<file path="config.mk">
export PLATFORM = sky130hd
export DESIGN_NAME = bit_change_det
export DESIGN_NICKNAME = d
export VERILOG_FILES = /design/src/rtl/bcd_pkg.sv /design/src/rtl/bcd_ctrl.sv /design/src/rtl/bcd_dpath.sv /design/src/rtl/bit_change_det.sv
export SDC_FILE = /design/constraint.sdc
export NUM_CORES = 1
export LEC_CHECK = 0
export BUFFER_PORTS_ARGS = -buffer_cell sky130_fd_sc_hd__buf_2
export CORE_AREA = 2 2 39 41
export CTS_BUF_LIST = sky130_fd_sc_hd__clkbuf_8 sky130_fd_sc_hd__clkbuf_16
export DETAILED_ROUTE_END_ITERATION = 12
export DIE_AREA = 0 0 41 43
export SYNTH_ARGS = -nofsm -noshare
export SYNTH_HDL_FRONTEND = slang
export SYNTH_HIERARCHICAL = 1
export SYNTH_SLANG_ARGS = --single-unit
</file>
<file path="constraint.sdc">
create_clock -name clk -period 1.35 [get_ports clk]
set_clock_uncertainty 0.2 [all_clocks]
set_input_delay 0.135 -clock clk [delete_from_list [all_inputs] [get_ports clk]]
set_output_delay 0.135 -clock clk [all_outputs]
set_load 0.05 [all_outputs]
</file>
<file path="src/rtl/bcd_pkg.sv">
package bcd_pkg;

  typedef enum logic [2:0] {
    MO_IDLE   = 3'd0,
    MO_ZERO   = 3'd1,
    MO_ONE    = 3'd2,
    MO_ROSE   = 3'd3,
    MO_FELL   = 3'd4
  } mooreState_t;

  typedef enum logic [1:0] {
    ML_IDLE = 2'd0,
    ML_ZERO = 2'd1,
    ML_ONE  = 2'd2
  } mealyState_t;

  typedef struct packed {
    logic histValid;
    logic histBit;
    logic markNow;
  } bcdStrobe_t;

endpackage

</file>
<file path="src/rtl/bcd_ctrl.sv">
module bcd_ctrl
  import bcd_pkg::*;
#(
  parameter bit USE_MEALY = 1'b0
) (
  input  logic       clk,
  input  logic       rst,
  input  logic       bitIn,
  output bcdStrobe_t strb
);

  generate
    if (USE_MEALY) begin : g_mealy
      mealyState_t curS, nxtS;

      always_comb begin
        nxtS = bitIn ? ML_ONE : ML_ZERO;
      end

      always_ff @(posedge clk) begin
        if (rst) curS <= ML_IDLE;
        else     curS <= nxtS;
      end

      always_comb begin
        strb.histValid = (curS != ML_IDLE);
        strb.histBit   = (curS == ML_ONE);
        strb.markNow   = 1'b0;
      end
    end else begin : g_moore
      mooreState_t curS, nxtS;

      always_comb begin
        nxtS = curS;
        unique case (curS)
          MO_IDLE: nxtS = bitIn ? MO_ONE  : MO_ZERO;
          MO_ZERO: nxtS = bitIn ? MO_ROSE : MO_ZERO;
          MO_ONE:  nxtS = bitIn ? MO_ONE  : MO_FELL;
          MO_ROSE: nxtS = bitIn ? MO_ONE  : MO_FELL;
          MO_FELL: nxtS = bitIn ? MO_ROSE : MO_ZERO;
          default: nxtS = MO_IDLE;
        endcase
      end

      always_ff @(posedge clk) begin
        if (rst) curS <= MO_IDLE;
        else     curS <= nxtS;
      end

      always_comb begin
        strb.histValid = (curS != MO_IDLE);
        strb.histBit   = (curS == MO_ONE) || (curS == MO_ROSE);
        strb.markNow   = (curS == MO_ROSE) || (curS == MO_FELL);
      end
    end
  endgenerate

endmodule

</file>
<file path="src/rtl/bcd_dpath.sv">
module bcd_dpath
  import bcd_pkg::*;
#(
  parameter bit USE_MEALY = 1'b0
) (
  input  logic       rst,
  input  logic       bitIn,
  input  bcdStrobe_t strb,
  output logic       detect
);

  generate
    if (USE_MEALY) begin : g_arc
      logic unusedArc;
      assign unusedArc = strb.markNow;
      assign detect = !rst && strb.histValid && (strb.histBit ^ bitIn);
    end else begin : g_state
      logic unusedState;
      assign unusedState = ^{rst, bitIn, strb.histValid, strb.histBit};
      assign detect = strb.markNow;
    end
  endgenerate

endmodule

</file>
<file path="src/rtl/bit_change_det.sv">
module bit_change_det
  import bcd_pkg::*;
#(
  parameter bit USE_MEALY = 1'b0
) (
  input  logic clk,
  input  logic rst,
  input  logic bitIn,
  output logic detect
);

  bcdStrobe_t strb;

  bcd_ctrl #(.USE_MEALY(USE_MEALY)) u_ctrl (
    .clk   (clk),
    .rst   (rst),
    .bitIn (bitIn),
    .strb  (strb)
  );

  bcd_dpath #(.USE_MEALY(USE_MEALY)) u_dpath (
    .rst    (rst),
    .bitIn  (bitIn),
    .strb   (strb),
    .detect (detect)
  );

endmodule

</file>
==> impl_metrics.ini, run 1 <==
[run_status]
status = finished with violations
violations = negative setup slack

[cts]
cts_buffer_depth = 2
cts_max_level = 1
clkLatencyLatePin_ns = 0.21
clk_pin_slew_worst_paths_ns = 0.03
clock-sinks = 3
cts_root_buf = clkbuf_8
cts_tree = yes
cts_buffers = 3

[grt]
grt_pass1_wl_um = 600
groute.usage.overall_pct = 6.12
antenna_found_initial = 0
grt_max_degree = 6
gr-total-overflow = 0
grt_pass1_vias = 145

[detailed_routing]
antenna_left = 0
wl_per_cell_um = 10.6
drtPass1Iterations = 1
drc_errors = 0
vias = 130
drtIter0Drc = 0
viasPerCell = 3.51
finalWirelength_um = 393

[floorplan]
io_pins = 4
die_area_mm2 = 0.00176
floorplan.die.width_um = 41
coreArea_mm2 = 0.00138
row_count = 14
die_h_um = 43
initial_core_util_pct = 10.1

[sta]
rsz0062_at_grt = yes
finalHoldWorstSlack_ns = 0.266
fin_crit_sh_pct = 100
hold_violations = 0
relSlewSlack_pct = 83.2
setup_viol = 1
max_freq_mhz = 740
drv_slew = 0
fin_setup_tns_ns = -0.00205
setup_slack_ns = -0.00205
worst_pin_slew_ns = 0.252
period_needed_ns = 1.35

[pwr]
power_density_mw_per_mm2 = 1490
power.leakage_uw = 0.000112
ir_drop_mv = 0.502

[finish]
final_nets = 25
fin_util_pct = 18.6
largest_register_ffs = 3
seq_area_um2 = 66.3
nFillCells = 164
top_register = u_ctrl/g_moore.curS
diodes = 0
final_layout_size_suffix_gt1_share_pct = 66.7
area_growth_pct = 83.9
multi_input_area_um2 = 77.6
largestRegisters = u_ctrl/g_moore.curS x3

[place]
io_buffer_count = 3
gp_congestion = 0.442

[yosys]
yosysWarnings = 6
netlist_instances = 12
postSynthAreaPerCell_um2 = 11.7
syn-num-nets = 15
synth.cell_area_um2 = 140

[critical_path]
worst_setup_path_start_kind = register
slowest_stage = dfxtp_4
worstPathArrival_ns = 1.02
path_max_fanout = 5
crit_path_max_incr_delay_ns = 0.35
crit_type = reg -> out
cpLargestDelayFamily = flip-flops
end_kind = primary output
crit_chain = nor3b_2 > a21o_1 > buf_6
cp_data_required_time_ns = 1.01
crit_buf_inv = 1

[min_path]
holdCritPathClass = reg -> reg

[run]
cap_violations = 0
==> repair_timing <==
item | in CTS | in global routing
gates resized for setup | 6 | 1
hold buffers | 2 | 0
setup buffers | 1 | 0
pin swaps | 0 | 1
setup endpoints to repair | 1 | 2
hold endpoints to repair | 2 | 0
==> report_power, final <==
part           leakage [uW]  switching, uW  total, uW  internal, uW
combinational     0.0000592           15.1       34.0          18.9
sequential        0.0000261           6.57        100          93.8
clock             0.0000269           56.4        250           193
==> layout by cell type, fill, tap and decap left out <==
cell and n:
clkbuf_8 3, dlygate4sd3_1 2, buf_2 2, nor3b_2 2, dfxtp_2 2, inv_1 1
buf_6 1, nor2b_2 1, a21o_1 1, nor3b_1 1, a2111oi_2 1, o21ai_0 1
and3b_1 1, dfxtp_4 1, buf_4 1
==> area by class of cell <==
class / count / share of cell area [%]
clock buffers: 3 / 16.0
clock inverters: 1 / 1.46
multi-input cells: 8 / 30.1
flip-flops and latches: 3 / 25.7
well taps: 16 / 7.77
repair buffers: 6 / 18.9
==> worst register-to-register path: cells and delay by family (launching register included) <==
kind | cells | cell delay (ns)
buffers and inverters | 1 | 0.13
AO/OA/AOI/OAI | 1 | 0.14
flip-flops | 1 | 0.32
AND/OR/NAND/NOR | 1 | 0.18
==> metal layers <==
layer | GRT usage, % | wire length (um)
met3 | 6.28 | 32
met2 | 8.75 | 193
met1 | 3.85 | 147
met5 | 0 | 0
met4 | 6.00 | 19
==> path summary, 6_finish.rpt <==
check             slack [ns]                           endpoint                              start  cells after the start
setup / recovery      -0.002                             detect  u_ctrl/g_moore.curS[2]$_SDFF_PP0_                      3
hold reg to reg         0.27  u_ctrl/g_moore.curS[0]$_SDFF_PP0_  u_ctrl/g_moore.curS[2]$_SDFF_PP0_                      1
hold / removal          0.27  u_ctrl/g_moore.curS[0]$_SDFF_PP0_  u_ctrl/g_moore.curS[2]$_SDFF_PP0_                      1
setup reg to reg        0.31  u_ctrl/g_moore.curS[1]$_SDFF_PP0_  u_ctrl/g_moore.curS[1]$_SDFF_PP0_                      3
==> metrics by stage <==
step                area, um2  power, uW  setup slack (ns)  std cells
floorplan                 140        119             0.179         12
global placement          168        125            0.0686         30
detailed placement        168        125            0.0634         30
CTS                       255        396           0.00177         37
global route              258        409           -0.0364         37
finish                    258        384          -0.00205         37
No activity file was read; power rests on OpenSTA's default activity.
==> inputs of run 2 (changes only) <==
- BUFFER_PORTS_ARGS: -buffer_cell sky130_fd_sc_hd__buf_2 -> -buffer_cell sky130_fd_sc_hd__buf_4
==> run 2 against run 1 <==
  * The run now ends clean
  * Final area is 4.9% higher
  * Highest routed layer unchanged
  * Register-to-register slack lost 0.06 ns
  * First-iteration DRC count grew 1
  * Flip-flop and latch count unchanged
  * Die area stayed put
  * Largest power group unchanged
  * Power increased by 0.60%
  * Hold slack better by 0.0099 ns
  * Fmax increased by 0.95%
  * Via count decreased by 4.6%
  * Critical path type unchanged
  * Final cell count is 2.7% higher
  * Global-route usage down 2.1 points
  * Non-clock buffer count increased by 1
  * Critical endpoint unchanged
==> impl_metrics.ini, run 2 (same netlist as run 1, synthesis figures left out) <==
[run_status]
status = complete, no violations

[sta]
worst_pin_slew_ns = 0.242
hold_violations = 0
max_freq_mhz = 747
rsz0062_at_grt = yes
drv_slew = 0
fin_crit_sh_pct = 99.2
setup_slack_ns = 0.0107
period_needed_ns = 1.34
setup_viol = 0
fin_setup_tns_ns = 0
relSlewSlack_pct = 83.8

[cts]
cts_tree = yes
clkLatencyLatePin_ns = 0.22
clock-sinks = 3
cts_buffers = 3
cts_buffer_depth = 2
cts_max_level = 1
clk_pin_slew_worst_paths_ns = 0.03
cts_root_buf = clkbuf_8

[floorplan]
coreArea_mm2 = 0.00138
die_h_um = 43
row_count = 14
io_pins = 4
floorplan.die.width_um = 41
die_area_mm2 = 0.00176
initial_core_util_pct = 10.1

[finish]
final_nets = 26
area_growth_pct = 92.9
mostFrequentLayoutCells = buf_4 (4), clkbuf_8 (3), dlygate4sd3_1 (2), nor3b_2 (2), dfxtp_2 (2)
diodes = 0
final_layout_size_suffix_gt1_share_pct = 68.2
final_common_cell = buf_4
stdcell_area_um2 = 270
largest_register_ffs = 3
nFillCells = 158
largestRegisters = u_ctrl/g_moore.curS x3
top_register = u_ctrl/g_moore.curS

[critical_path]
end_kind = primary output
crit_type = reg -> out
worstPathArrival_ns = 1.00
path_max_fanout = 4
cp_data_required_time_ns = 1.01
worst_setup_path_start_kind = register

[run]
cap_violations = 0

[grt]
antenna_found_initial = 0
groute.usage.overall_pct = 4.01
grt_max_degree = 6
gr-total-overflow = 0
grt_pass1_wl_um = 400
grt_pass1_vias = 118

[detailed_routing]
antenna_left = 0
drtPass1Iterations = 2
vias = 124
drtIter0Drc = 1
drc_errors = 0
wl_per_cell_um = 6.76
finalWirelength_um = 257
viasPerCell = 3.26

[pwr]
ir_drop_mv = 0.398
power_density_mw_per_mm2 = 1430
total_power_uw = 386
power.leakage_uw = 0.000119

[place]
place_area_um2 = 175
pre_cts_ws_ns = 0.127
io_buffer_count = 3
gp_congestion = 0.513

[min_path]
holdCritPathClass = reg -> reg
-- run 2: cell types whose count changed in the layout (fill, tap and decap cells not counted), sizes merged --
cell,before,now
buf,4,5
-- run 2: layout make-up --
type	count	area, um2	share of cell area, %
timing repair buffer	7	61.3	22.7
clock inverter	1	3.75	1.39
sequential	3	66.3	24.5
clock buffer	3	41.3	15.3
multi-input combinational	8	77.6	28.7
tap	16	20.0	7.41
-- run 2: stage by stage --
step | util, % | std cells | hold WS (ns)
after floorplan | - | 12 | 0.00375
after global placement | 12.7 | 30 | 0.121
after detailed placement | 12.7 | 30 | 0.121
after CTS | 18.8 | 37 | 0.267
after global routing | 19.5 | 38 | 0.296
final | 19.5 | 38 | 0.276
-- run 2: worst paths after layout --
path	from	to	slack, ns	depth (start not counted)
max	u_ctrl/g_moore.curS[2]$_SDFF_PP0_	detect	0.01	3
min	u_ctrl/g_moore.curS[0]$_SDFF_PP0_	u_ctrl/g_moore.curS[0]$_SDFF_PP0_	0.28	1
max reg2reg	u_ctrl/g_moore.curS[2]$_SDFF_PP0_	u_ctrl/g_moore.curS[0]$_SDFF_PP0_	0.25	2
min reg2reg	u_ctrl/g_moore.curS[0]$_SDFF_PP0_	u_ctrl/g_moore.curS[0]$_SDFF_PP0_	0.28	1
-- run 2: layer usage --
metal / global-route usage (%) / up-vias / share of wire (%)
li1: - / 63 / -
met1: 3.21 / 55 / 38
met2: 4.69 / 4 / 48
met3: 1.57 / 2 / 6.2
met4: 8.00 / 0 / 7.4
met5: 0 / - / 0
-- run 2: repair_timing --
action / CTS / global route
setup buffers: 1 / 1
hold buffers: 2 / 0
endpoints found under the setup margin: 1 / 2
gates resized for setup: 5 / 1
pin swaps: 1 / 1
hold endpoints to repair: 3 / 0
-- run 2: critical path, stage by stage (launching register included) --
cell and delay (ns):
dfxtp_4 0.34, nor3b_2 0.15, a21o_1 0.16, buf_6 0.15
-- run 2: power by group --
group	switching (uW)	internal, uW
registers	5.54	93.8
clock network	57.5	193
logic	14.7	21.4
==> inputs of run 3 (changes only) <==
--- a/constraint.sdc
+++ b/constraint.sdc
@@ -3,3 +3,3 @@
 set_input_delay 0.135 -clock clk [delete_from_list [all_inputs] [get_ports clk]]
 set_output_delay 0.135 -clock clk [all_outputs]
-set_load 0.05 [all_outputs]
+set_load 0.005 [all_outputs]
==> run 3 against run 2 <==
  * First-iteration DRC count shrank 100%
  * Sequential power is essentially flat
  * Power shrank 3.0%
  * Hold slack lost 0.24 ns
  * Fmax grew 1.7%
  * Final area shrank 12%
  * Largest cell class unchanged
  * Setup slack gained 0.023 ns
  * Die area is the same
  * Largest power group unchanged
  * Register-to-register slack is essentially flat
==> impl_metrics.ini, run 3 (same netlist as run 1, synthesis figures left out) <==
[critical_path]
crit_chain = nor2b_2 > a21o_1 > buf_4
crit_path_max_incr_delay_ns = 0.32
ff2ff_setup_slack_ns = 0.26
rr_startpoint = u_ctrl/g_moore.curS[0]$_SDFF_PP0_
crit_type = reg -> out
slowest_stage = dfxtp_2
critPathLaunch = u_ctrl/g_moore.curS[1]$_SDFF_PP0_
rr_worst_depth = 2
cpLargestDelayFamily = flip-flops
reg2reg_to = u_ctrl/g_moore.curS[0]$_SDFF_PP0_
cp_data_required_time_ns = 1.01
crit_buf_inv = 1
worst_setup_path_start_kind = register
path_max_fanout = 4
worstPathArrival_ns = 0.98
end_kind = primary output

[finish]
mostFrequentLayoutCells = clkbuf_8 (3), buf_4 (2), nor3b_1 (2), dfxtp_2 (2)
final_nets = 23
largestRegisters = u_ctrl/g_moore.curS x3
area_growth_pct = 69.6
final_common_cell = clkbuf_8
multi_input_area_um2 = 72.6
stdcell_area_um2 = 238
diodes = 0
seq_area_um2 = 62.6
largest_register_ffs = 3
top_register = u_ctrl/g_moore.curS
final_layout_size_suffix_gt1_share_pct = 52.6
nFillCells = 160

[sta]
worst_pin_slew_ns = 0.242
relSlewSlack_pct = 83.9
drv_slew = 0
hold_violations = 0
period_needed_ns = 1.32
fin_crit_sh_pct = 97.5
fin_setup_tns_ns = 0
setup_viol = 0
rsz0062_at_grt = no
finalHoldWorstSlack_ns = 0.0362
max_freq_mhz = 759

[pwr]
p_seq_share_pct = 26.9
power.leakage_uw = 0.000109
clockPowerShare_pct = 66.9
ir_drop_mv = 0.396
power_switching_uw = 70.5
swShare_pct = 18.8
combPwrFrac_pct = 6.2
intPower_uw = 304
power_density_mw_per_mm2 = 1580

[place]
place_area_um2 = 175
gp_congestion = 0.513
io_buffer_count = 3

[grt]
groute.usage.overall_pct = 3.91
grt_pass1_vias = 107
gr-total-overflow = 0
antenna_found_initial = 0
grt_pass1_wl_um = 386
grt_max_degree = 6

[floorplan]
initial_core_util_pct = 10.1
die_h_um = 43
coreArea_mm2 = 0.00138
floorplan.die.width_um = 41
die_area_mm2 = 0.00176
io_pins = 4
row_count = 14

[cts]
post_cts_buffers = 0
clk_pin_slew_worst_paths_ns = 0.03
clock-sinks = 3
clkLatencyLatePin_ns = 0.21
cts_buffer_depth = 2
cts_buffers = 3
cts_max_level = 1
cts_tree = yes
cts_root_buf = clkbuf_8

[detailed_routing]
antenna_left = 0
finalWirelength_um = 237
wl_per_cell_um = 6.77
viasPerCell = 3.26
drtPass1Iterations = 1
drtIter0Drc = 0
vias = 114
drc_errors = 0

[min_path]
hold_path_end = u_ctrl/g_moore.curS[2]$_SDFF_PP0_
holdCritPathClass = in -> reg
hp-start = bitIn
hold_depth = 2

[run]
cap_violations = 0

[run_status]
status = complete, no violations
-- run 3: cell count changes in the layout (fill, tap and decap cells not counted), sizes merged --
cell | previous run | this run
buf | 5 | 2
dlygate4sd3 | 2 | 1
dlymetal6s4s | 0 | 1
-- run 3: worst max-delay path by stage --
stage                     endpoint  slack (ns)  cells after the start
after floorplan             detect        0.27                      3
after global placement      detect        0.23                      3
after detailed placement    detect        0.22                      3
after CTS                   detect       0.009                      3
after global routing        detect      0.0004                      3
final                       detect        0.03                      3
-- run 3: layer usage --
| layer | GRT usage, % | up-vias | wire (um) |
|---|---|---|---|
| li1 | - | 58 | - |
| met1 | 3.21 | 50 | 96 |
| met2 | 4.38 | 4 | 104 |
| met3 | 1.57 | 2 | 17 |
| met4 | 8.00 | 0 | 19 |
| met5 | 0 | - | 0 |
-- run 3: cell type report --
type,instances,area share (%)
multi-input combinational,8,30.5
tap,16,8.42
clock inverter,1,1.58
sequential,3,26.3
clock buffer,3,17.4
timing repair buffer,4,15.8
-- run 3: power by group through the flow --
stage | Sequential, uW | Clock (uW) | Combinational [uW]
final | 101 | 251 | 23.3
after CTS | 100 | 258 | 25.5
after global routing | 102 | 263 | 25.9
after detailed placement | 101 | 0 | 20.7
after floorplan | 100 | 0 | 13.0
after global placement | 101 | 0 | 21.1
-- run 3: worst register-to-register path: cells and delay by family, from the launching register on --
kind	cells	cell delay, ns
AO/OA/AOI/OAI	1	0.31
flip-flops	1	0.39
AND/OR/NAND/NOR	1	0.09
-- run 3: metrics by stage --
stage	worst slack [ns]	instances	total power (uW)	utilization, %
floorplan	0.268	12	113	-
global placement	0.226	30	122	12.7
detailed placement	0.215	30	122	12.7
CTS	0.00875	36	384	17.5
global route	0.000449	35	391	17.2
finish	0.0333	35	375	17.2
-- run 3: repair_timing --
item	CTS	global route
gates resized for setup	1	2
pin swaps	0	1
hold buffers	2	0
endpoints found under the setup margin	1	2
hold endpoints to repair	3	0
